## src/rtl/spwm_pkg.sv

```systemverilog
`timescale 1ns/1ps
package spwm_pkg;
  localparam int unsigned ADDR_W = 3;

  typedef enum logic [2:0] {
    RA_CTRL    = 3'd0,
    RA_ACT_PRD = 3'd1,
    RA_ACT_CMP = 3'd2,
    RA_SHD_PRD = 3'd3,
    RA_SHD_CMP = 3'd4,
    RA_PHASE   = 3'd5,
    RA_INTEN   = 3'd6,
    RA_CLEAR   = 3'd7
  } reg_addr_e;

  typedef enum logic [1:0] {
    SO_PASS  = 2'd0,
    SO_MATCH = 2'd1,
    SO_OFF_A = 2'd2,
    SO_OFF_B = 2'd3
  } sync_sel_e;

  // bit0 run, bit1 active-low, bit2 sync enable, bits[4:3] sync-out select
  typedef struct packed {
    sync_sel_e so_sel;
    logic      sync_en;
    logic      act_low;
    logic      run;
  } ctrl_t;

  localparam int unsigned CTRL_W = $bits(ctrl_t);
endpackage

```

## src/rtl/spwm_regs.sv

```systemverilog
`timescale 1ns/1ps
module spwm_regs
  import spwm_pkg::*;
#(
  parameter int unsigned CNT_W = 32
) (
  input  logic              clk,
  input  logic              rst_n,
  input  logic              wr_en,
  input  logic [ADDR_W-1:0] wr_addr,
  input  logic [CNT_W-1:0]  wr_data,
  input  logic              load_en,
  output ctrl_t             ctrl,
  output logic [CNT_W-1:0]  act_prd,
  output logic [CNT_W-1:0]  act_cmp,
  output logic [CNT_W-1:0]  shd_prd,
  output logic [CNT_W-1:0]  phase,
  output logic              int_en,
  output logic              clr_evt,
  output logic              clr_glb
);
  localparam int unsigned NPAIR = 2;

  ctrl_t            ctrl_d, ctrl_q;
  logic [CNT_W-1:0] phase_d, phase_q;
  logic             inten_d, inten_q;
  logic [CNT_W-1:0] act_arr [NPAIR];
  logic [CNT_W-1:0] shd_arr [NPAIR];

  // next state for the plain configuration registers
  always_comb begin
    ctrl_d  = ctrl_q;
    phase_d = phase_q;
    inten_d = inten_q;
    if (wr_en) begin
      case (wr_addr)
        RA_CTRL:  ctrl_d  = ctrl_t'(wr_data[CTRL_W-1:0]);
        RA_PHASE: phase_d = wr_data;
        RA_INTEN: inten_d = wr_data[0];
        default:  ;
      endcase
    end
  end

  always_ff @(posedge clk or negedge rst_n) begin
    if (!rst_n) begin
      ctrl_q  <= ctrl_t'('0);
      phase_q <= '0;
      inten_q <= 1'b0;
    end else begin
      ctrl_q  <= ctrl_d;
      phase_q <= phase_d;
      inten_q <= inten_d;
    end
  end

  // index 0: period pair, index 1: compare pair
  for (genvar gi = 0; gi < NPAIR; gi++) begin : g_pair
    localparam logic [ADDR_W-1:0] A_ACT = ADDR_W'(int'(RA_ACT_PRD) + gi);
    localparam logic [ADDR_W-1:0] A_SHD = ADDR_W'(int'(RA_SHD_PRD) + gi);

    logic [CNT_W-1:0] act_d, act_q, shd_d, shd_q;
    logic             act_wr, shd_wr;

    assign act_wr = wr_en && (wr_addr == A_ACT);
    assign shd_wr = wr_en && (wr_addr == A_SHD);

    always_comb begin
      shd_d = shd_q;
      if (shd_wr) shd_d = wr_data;
      act_d = act_q;
      if (load_en) act_d = shd_q;
      if (act_wr)  act_d = wr_data;   // direct write wins over transfer
    end

    always_ff @(posedge clk or negedge rst_n) begin
      if (!rst_n) begin
        act_q <= '0;
        shd_q <= '0;
      end else begin
        act_q <= act_d;
        shd_q <= shd_d;
      end
    end

    assign act_arr[gi] = act_q;
    assign shd_arr[gi] = shd_q;
  end

  assign ctrl    = ctrl_q;
  assign phase   = phase_q;
  assign int_en  = inten_q;
  assign act_prd = act_arr[0];
  assign act_cmp = act_arr[1];
  assign shd_prd = shd_arr[0];
  assign clr_evt = wr_en && (wr_addr == RA_CLEAR) && wr_data[0];
  assign clr_glb = wr_en && (wr_addr == RA_CLEAR) && wr_data[1];
endmodule

```

## src/rtl/spwm_counter.sv

```systemverilog
`timescale 1ns/1ps
module spwm_counter #(
  parameter int unsigned CNT_W = 32
) (
  input  logic             clk,
  input  logic             rst_n,
  input  logic             run,
  input  logic             sync_en,
  input  logic             sync_in,
  input  logic [CNT_W-1:0] phase,
  input  logic [CNT_W-1:0] act_prd,
  output logic [CNT_W-1:0] cnt,
  output logic             match,
  output logic             sync_load
);
  logic [CNT_W-1:0] cnt_d, cnt_q;
  logic             at_prd;

  assign at_prd    = (cnt_q == act_prd);
  assign match     = run && at_prd;
  assign sync_load = sync_en && sync_in;

  // priority: sync reload, then stop, then wrap, then increment
  always_comb begin
    if (sync_load)   cnt_d = phase;
    else if (!run)   cnt_d = cnt_q;
    else if (at_prd) cnt_d = '0;
    else             cnt_d = cnt_q + CNT_W'(1);
  end

  always_ff @(posedge clk or negedge rst_n) begin
    if (!rst_n) cnt_q <= '0;
    else        cnt_q <= cnt_d;
  end

  assign cnt = cnt_q;
endmodule

```

## src/rtl/spwm_wave.sv

```systemverilog
`timescale 1ns/1ps
module spwm_wave
  import spwm_pkg::*;
#(
  parameter int unsigned CNT_W = 32
) (
  input  logic [CNT_W-1:0] cnt,
  input  logic [CNT_W-1:0] act_cmp,
  input  logic             act_low,
  input  sync_sel_e        so_sel,
  input  logic             sync_in,
  input  logic             match,
  output logic             pwm_out,
  output logic             sync_out
);
  logic below_cmp;

  always_comb begin
    below_cmp = (cnt < act_cmp);
    pwm_out   = below_cmp ^ act_low;
    case (so_sel)
      SO_PASS:  sync_out = sync_in;
      SO_MATCH: sync_out = match;
      default:  sync_out = 1'b0;
    endcase
  end
endmodule

```

## src/rtl/spwm_flags.sv

```systemverilog
`timescale 1ns/1ps
module spwm_flags (
  input  logic clk,
  input  logic rst_n,
  input  logic match,
  input  logic int_en,
  input  logic clr_evt,
  input  logic clr_glb,
  output logic evt,
  output logic glb
);
  logic evt_d, evt_q, glb_d, glb_q;

  // a new event wins over a clear in the same cycle
  always_comb begin
    if (match)        evt_d = 1'b1;
    else if (clr_evt) evt_d = 1'b0;
    else              evt_d = evt_q;

    if (match && int_en) glb_d = 1'b1;
    else if (clr_glb)    glb_d = 1'b0;
    else                 glb_d = glb_q | (evt_q & int_en);
  end

  always_ff @(posedge clk or negedge rst_n) begin
    if (!rst_n) begin
      evt_q <= 1'b0;
      glb_q <= 1'b0;
    end else begin
      evt_q <= evt_d;
      glb_q <= glb_d;
    end
  end

  assign evt = evt_q;
  assign glb = glb_q;
endmodule

```

## src/rtl/spwm_timer.sv

```systemverilog
`timescale 1ns/1ps
module spwm_timer
  import spwm_pkg::*;
#(
  parameter int unsigned CNT_W = 32
) (
  input  logic              clk,
  input  logic              rst_n,
  input  logic              wr_en,
  input  logic [ADDR_W-1:0] wr_addr,
  input  logic [CNT_W-1:0]  wr_data,
  input  logic              sync_in,
  output logic              pwm_out,
  output logic              sync_out,
  output logic              irq,
  output logic              prd_evt,
  output logic              shadow_load,
  output logic [CNT_W-1:0]  cnt_out,
  output logic [CNT_W-1:0]  act_prd_out,
  output logic [CNT_W-1:0]  act_cmp_out
);
  ctrl_t            ctrl;
  logic [CNT_W-1:0] act_prd, act_cmp, shd_prd, phase, cnt;
  logic             int_en, clr_evt, clr_glb, match, sync_load;
  logic             run_c, sync_en_c;

  assign run_c     = ctrl.run;
  assign sync_en_c = ctrl.sync_en;

  spwm_regs #(.CNT_W(CNT_W)) regs_i (
    .clk(clk), .rst_n(rst_n), .wr_en(wr_en), .wr_addr(wr_addr),
    .wr_data(wr_data), .load_en(match), .ctrl(ctrl),
    .act_prd(act_prd), .act_cmp(act_cmp), .shd_prd(shd_prd),
    .phase(phase), .int_en(int_en), .clr_evt(clr_evt), .clr_glb(clr_glb)
  );

  spwm_counter #(.CNT_W(CNT_W)) cnt_i (
    .clk(clk), .rst_n(rst_n), .run(run_c), .sync_en(sync_en_c),
    .sync_in(sync_in), .phase(phase), .act_prd(act_prd),
    .cnt(cnt), .match(match), .sync_load(sync_load)
  );

  spwm_wave #(.CNT_W(CNT_W)) wave_i (
    .cnt(cnt), .act_cmp(act_cmp), .act_low(ctrl.act_low),
    .so_sel(ctrl.so_sel), .sync_in(sync_in), .match(match),
    .pwm_out(pwm_out), .sync_out(sync_out)
  );

  spwm_flags flags_i (
    .clk(clk), .rst_n(rst_n), .match(match), .int_en(int_en),
    .clr_evt(clr_evt), .clr_glb(clr_glb), .evt(prd_evt), .glb(irq)
  );

  assign shadow_load = match;
  assign cnt_out     = cnt;
  assign act_prd_out = act_prd;
  assign act_cmp_out = act_cmp;
endmodule

```

## config.mk

```make
export PLATFORM = sky130hd
export DESIGN_NAME = spwm_timer
export DESIGN_NICKNAME = d
export VERILOG_FILES = /design/src/rtl/spwm_pkg.sv /design/src/rtl/spwm_regs.sv /design/src/rtl/spwm_counter.sv /design/src/rtl/spwm_wave.sv /design/src/rtl/spwm_flags.sv /design/src/rtl/spwm_timer.sv
export SDC_FILE = /design/constraint.sdc
export NUM_CORES = 1
export LEC_CHECK = 0
export BUFFER_PORTS_ARGS = -buffer_cell sky130_fd_sc_hd__buf_4
export CAP_MARGIN = 30
export CORE_MARGIN = 5
export CORE_UTILIZATION = 40
export DETAILED_ROUTE_END_ITERATION = 10
export SYNTH_ARGS = -nofsm -noshare
export SYNTH_HDL_FRONTEND = slang
export SYNTH_SLANG_ARGS = --single-unit
```

## constraint.sdc

```tcl
create_clock -name clk -period 6.3 [get_ports clk]
set_input_delay 1.26 -clock clk [delete_from_list [all_inputs] [get_ports clk]]
set_output_delay 1.26 -clock clk [all_outputs]
set_load 0.01 [all_outputs]
```

==> results.yml, run 1 <==
timing:
  finalSetupViolations: 0
  finalSetupTns_ps: 0
  rsz0062_at_grt: "false"
  fin_crit_ps: 4720
  clock.fmax_mhz: 212
  skew_ps: 14.0
  drv_slew: 0
  tightest_slew_ps: 985
  relSlewSlack_pct: 34.3
  hold_viol: 0
  hold_slack_ps: 472
  period_share_pct: 75.0
  fin_ws_ps: 1580
worst_setup_path:
  crit_arrival_ps: 3460
  cp.required_ps: 5040
  crit_family: "simple AND/OR/NAND/NOR gates"
  worst-path-buf-inv: 2
  worstSetupStartpointType: "flop"
  crit_path_top_delay_cell: "inv_4"
  worstPathCellList: "xnor2_1, nand4_1, nor4_4, nand3_4, inv_4, mux2i_1, nor2_1, buf_4"
  end_kind: "primary output"
  crit_type: "flop to primary output"
  slowest_delay_ps: 560
  worst-path-max-fanout: 25
synthesis:
  synthArstFlopShare_pct: 100
  ys_ff_latch: 200
  syn_area_per_cell_um2: 10.8
  synth.area.top_cells: "dfrtp_1 (50%), mux2_2 (11%), mux2i_1 (6.5%)"
  yosys.cell_types.count: 53
  yosysMostFrequentCell: "dfrtp_1"
  yosys_warnings: 0
  yosys.area.top_type_share_pct: 49.6
  ys_seq_area_share_pct: 49.6
  synthFlopType: "dfrtp_1"
  syn_area_um2: 10100
  synth_area_leader_cell: "dfrtp_1"
  synth-edff-count: 0
  synth.top_cells.by_count: "dfrtp_1 (200), nand2_1 (112), mux2_2 (99), mux2i_1 (66), o21ai_0 (50)"
  syn_nets: 1007
  synth_cells: 936
place:
  gp_congestion: 0.851
  dp_slack_ps: 2000
  port_buffers: 139
  dpl-instance-area_um2: 11400
  dp_cells: 1366
  dpl.hpwl_um: 20100
job:
  maxCapViolations: 0
power:
  p_leak_nw: 5.28
  peakVddDrop_uv: 163
  powerDensity_nw_per_um2: 371
routing:
  first_iter_violations: 538
  detail-route-antenna-nets: 0
  routed_wirelength_um: 28500
  route.detailed.drc: 0
  first_pass_iters: 5
  dr_total_vias: 7536
  drt-wirelength-per-cell_um: 20.3
  viasPerCell: 5.39
cts:
  htreeDepth: 4
  hold_buffers: 0
  cts-root-buf: "clkbuf_16"
  clkTransAtPathRegs_ps: 80
  cts_num_sinks: 200
  insertion_delay_ps: 440
  cts_setup_buffers: 0
  numCtsBuffers: 17
  cts_resized: 0
  cts_tree: "built"
  clock_path_buffers: 2
layout:
  syn_to_final_growth_pct: 19.0
  seq_area_um2: 5000
  nNetsFinal: 1127
  multi_input_area_um2: 4720
  nFillCells: 2348
  fin_area_um2: 12000
  antenna_cells: 0
  final_cell_count_no_fill: 1399
  drive_above_1_share_pct: 27.2
grt:
  grtUsageTotal_pct: 20.2
  grt_pass1_vias: 7477
  overflow: 0
  antenna_found_initial: 0
  grt_max_degree: 112
  grt_pass1_wl_um: 45000
floorplanning:
  die_h_um: 169
  pin_count: 140
  rows: 58
  fp.coreArea_um2: 25000
  start_util_pct: 40.3
  die_x_um: 169
  dieArea_um2: 28500
status:
  status: "completed"
worst_hold_path:
  hp-class: "flop to flop"
==> per-layer routing <==
metal	up-vias	track usage (%)	part of all wire, %
met5	-	0	0
met4	0	4.80	1.3
met3	22	5.44	5.9
met2	177	31.6	47
met1	3778	28.0	46
li1	3559	-	-
==> final timing paths <==
kind	from	endpoint	slack [ps]	cells after the start
worst max register to register	cnt_i.cnt[6]	regs_i.act_prd[8]	2590	8
min in group asynchronous	rst_n	regs_i.g_pair[1].shd_q[28]	710	1
max in group asynchronous	rst_n	regs_i.act_cmp[7]	4250	3
worst min register to register	regs_i.phase[0]	cnt_i.cnt[0]	470	2
worst max-delay path	cnt_i.cnt[6]	sync_out	1580	8
worst min-delay path	regs_i.phase[0]	cnt_i.cnt[0]	470	2
==> stage by stage <==
stage	total power [mW]	util [%]
floorplan	2.70	-
global placement	3.36	45.5
detailed placement	3.39	45.6
CTS	4.49	47.9
global route	4.73	48.0
finish	4.46	48.0
==> cell families (layout without fill, tap and decap cells) <==
group,after synthesis,after routing,share of synthesized area [%]
compound gates,177,177,10.2
buf+inv,84,217,3.77
fa+ha+maj,32,32,3.97
simple gates,236,236,11.2
flops,200,200,49.6
mux,167,167,17.8
xor+xnor,40,40,3.47
==> report_power, final <==
| part | switching (mW) | internal, mW | total, mW |
|---|---|---|---|
| logic | 0.716 | 0.699 | 1.42 |
| registers | 0.353 | 1.59 | 1.94 |
| clock network | 0.509 | 0.587 | 1.10 |
==> sequential cells by signal (all words and copies together) (netlist names), 5 cells and up <==
| signal | cells |
|---|---|
| cnt_i.cnt | 32 |
| regs_i.act_cmp | 32 |
| regs_i.act_prd | 32 |
| regs_i.g_pair.shd_q | 32 |
| regs_i.phase | 32 |
| regs_i.shd_prd | 32 |
| regs_i.ctrl | 5 |
==> final cells by class <==
class / count / share of cell area (%)
sequential: 200 / 41.7
multi-input combinational: 652 / 39.3
timing repair buffer: 152 / 9.83
clock buffer: 21 / 3.67
tap: 330 / 3.44
inverter: 33 / 1.05
clock inverter: 11 / 1.03
==> worst min-delay path: stages (launching register included) <==
cell     delay (ps)
dfrtp_1         340
nand2_1          50
o21ai_0          60
==> cell usage in the layout (no fill, tap or decap), drive strengths merged, types with 13 or more instances in the layout <==
master | synthesis | routed
a21oi | 36 | 36
buf | 17 | 151
clkbuf | 34 | 22
dfrtp | 200 | 200
ha | 32 | 32
inv | 33 | 35
mux2 | 101 | 101
mux2i | 66 | 66
nand2 | 112 | 112
nand3 | 13 | 13
nand4 | 21 | 21
nor2 | 40 | 40
nor3 | 15 | 15
o21ai | 92 | 92
xnor2 | 34 | 34
No activity file was read; power rests on OpenSTA's default activity.
==> inputs of run 2 (changes only) <==
==> constraint.sdc (replaced) <==
create_clock -name clk -period 4.19 [get_ports clk]
set_input_delay 0.838 -clock clk [delete_from_list [all_inputs] [get_ports clk]]
set_output_delay 0.838 -clock clk [all_outputs]
set_load 0.01 [all_outputs]
==> results.yml, run 2 (synthesis gave the netlist of run 1 again) <==
floorplanning:
  pin_count: 140
  die_x_um: 169
  start_util_pct: 40.3
  rows: 58
  dieArea_um2: 28500
  die_h_um: 169
  fp.coreArea_um2: 25000
layout:
  final_common_cell: "dfrtp_1"
  mostFrequentLayoutCells: "dfrtp_1 (200), buf_4 (149), nand2_1 (112), mux2_2 (99), mux2i_1 (66)"
  fin_area_um2: 12000
  drive_above_1_share_pct: 27.6
  nFillCells: 2338
  antenna_cells: 0
  utilization_pct: 47.9
  syn_to_final_growth_pct: 18.9
  nNetsFinal: 1127
worst_setup_path:
  crit_arrival_ps: 2900
  reg2reg_depth: 8
  worstSetupStartpointType: "flop"
  r2r-end: "regs_i.act_prd[14]"
  cp.required_ps: 3350
  r2r-start: "cnt_i.cnt[4]"
  worst-path-max-fanout: 22
  ff2ff_setup_slack_ps: 1050
  crit_type: "flop to primary output"
  end_kind: "primary output"
routing:
  first_iter_violations: 649
  viasPerCell: 5.36
  route.detailed.drc: 0
  dr_total_vias: 7496
  drt-wirelength-per-cell_um: 19.7
  first_pass_iters: 5
  detail-route-antenna-nets: 0
  routed_wirelength_um: 27600
job:
  maxCapViolations: 0
place:
  dp_slack_ps: 945
  dpl.hpwl_um: 19200
  port_buffers: 139
  dpl-instance-area_um2: 11400
  gp_congestion: 0.803
grt:
  grt_pass1_vias: 7266
  overflow: 0
  grtUsageTotal_pct: 19.6
  antenna_found_initial: 0
  grt_max_degree: 80
  grt_pass1_wl_um: 43600
power:
  p_sw_share_pct: 36.2
  p_leak_nw: 5.27
  clkPwrFrac_pct: 24.1
  powerDensity_nw_per_um2: 553
  seqPwrFrac_pct: 44.6
  p_switching_mw: 2.40
  combPwrFrac_pct: 31.3
  peakVddDrop_uv: 279
  p_int_mw: 4.23
cts:
  clock_path_buffers: 2
  cts_setup_buffers: 0
  clkTransAtPathRegs_ps: 70
  cts_resized: 0
  insertion_delay_ps: 450
  htreeDepth: 4
  numCtsBuffers: 17
  cts_num_sinks: 200
  cts_tree: "built"
  cts-root-buf: "clkbuf_16"
  hold_buffers: 0
worst_hold_path:
  hp-class: "primary input to async pin"
timing:
  clock.fmax_mhz: 267
  drv_slew: 0
  finalSetupTns_ps: 0
  tightest_slew_ps: 989
  rsz0062_at_grt: "false"
  fin_ws_ps: 448
  hold_viol: 0
  relSlewSlack_pct: 34.0
  finalSetupViolations: 0
  skew_ps: 12.1
  fin_crit_ps: 3740
  period_share_pct: 89.3
status:
  status: "completed"
-- run 2: cell count changes in the layout (fill, tap and decap cells not counted), sizes merged --
cell and change:
clkbuf -3, inv +3, bufinv -2, clkinv +2
-- run 2: routing by layer --
metal  GRT usage, %  wire length (um)
met1           27.6             13000
met2           31.4             13000
met3           3.74              1280
met4           4.94               320
met5              0                 0
-- run 2: stage by stage --
step                      instances  power [mW]  hold slack [ps]
final                          1399        6.63              399
after global routing           1399        7.06              449
after CTS                      1399        6.70              443
after detailed placement       1367        5.08              470
after global placement         1366        5.04              458
after floorplan                 936        4.07              443
-- run 2: how the worst max path moves through the flow --
stage | from | endpoint | slack [ps] | depth (start not counted)
6_report | cnt_i.cnt[4] | sync_out | 450 | 8
5_1_grt | cnt_i.cnt[4] | sync_out | 240 | 8
4_1_cts | cnt_i.cnt[15] | sync_out | 450 | 8
3_5_place_dp | cnt_i.cnt[15] | sync_out | 940 | 8
3_3_place_gp | cnt_i.cnt[15] | sync_out | 950 | 8
2_1_floorplan | cnt_i.cnt[3] | sync_out | 1320 | 9
-- run 2: cell type report --
class	instances	area (um^2)	area share [%]
flip-flops and latches	200	5000	41.7
multi-input cells	652	4720	39.3
repair buffers	152	1180	9.83
clock buffers	18	439	3.66
well taps	330	413	3.44
inverters	33	126	1.05
clock inverters	14	116	0.970
-- run 2: power by group through the flow --
stage	logic [mW]	clock network, mW	registers [mW]
after floorplan	1.17	0	2.90
after global placement	2.07	0	2.97
after detailed placement	2.09	0	2.99
after CTS	2.11	1.64	2.95
after global routing	2.31	1.71	3.03
final	2.08	1.60	2.96
-- run 2: worst max-delay path, cell delays in order, from the launching register on --
cell     delay (ps)
dfrtp_1         540
xnor2_1         290
nand4_1         230
nor4_4          520
nand3_4         130
inv_4           370
mux2i_1         140
nor2_1          100
buf_4           120
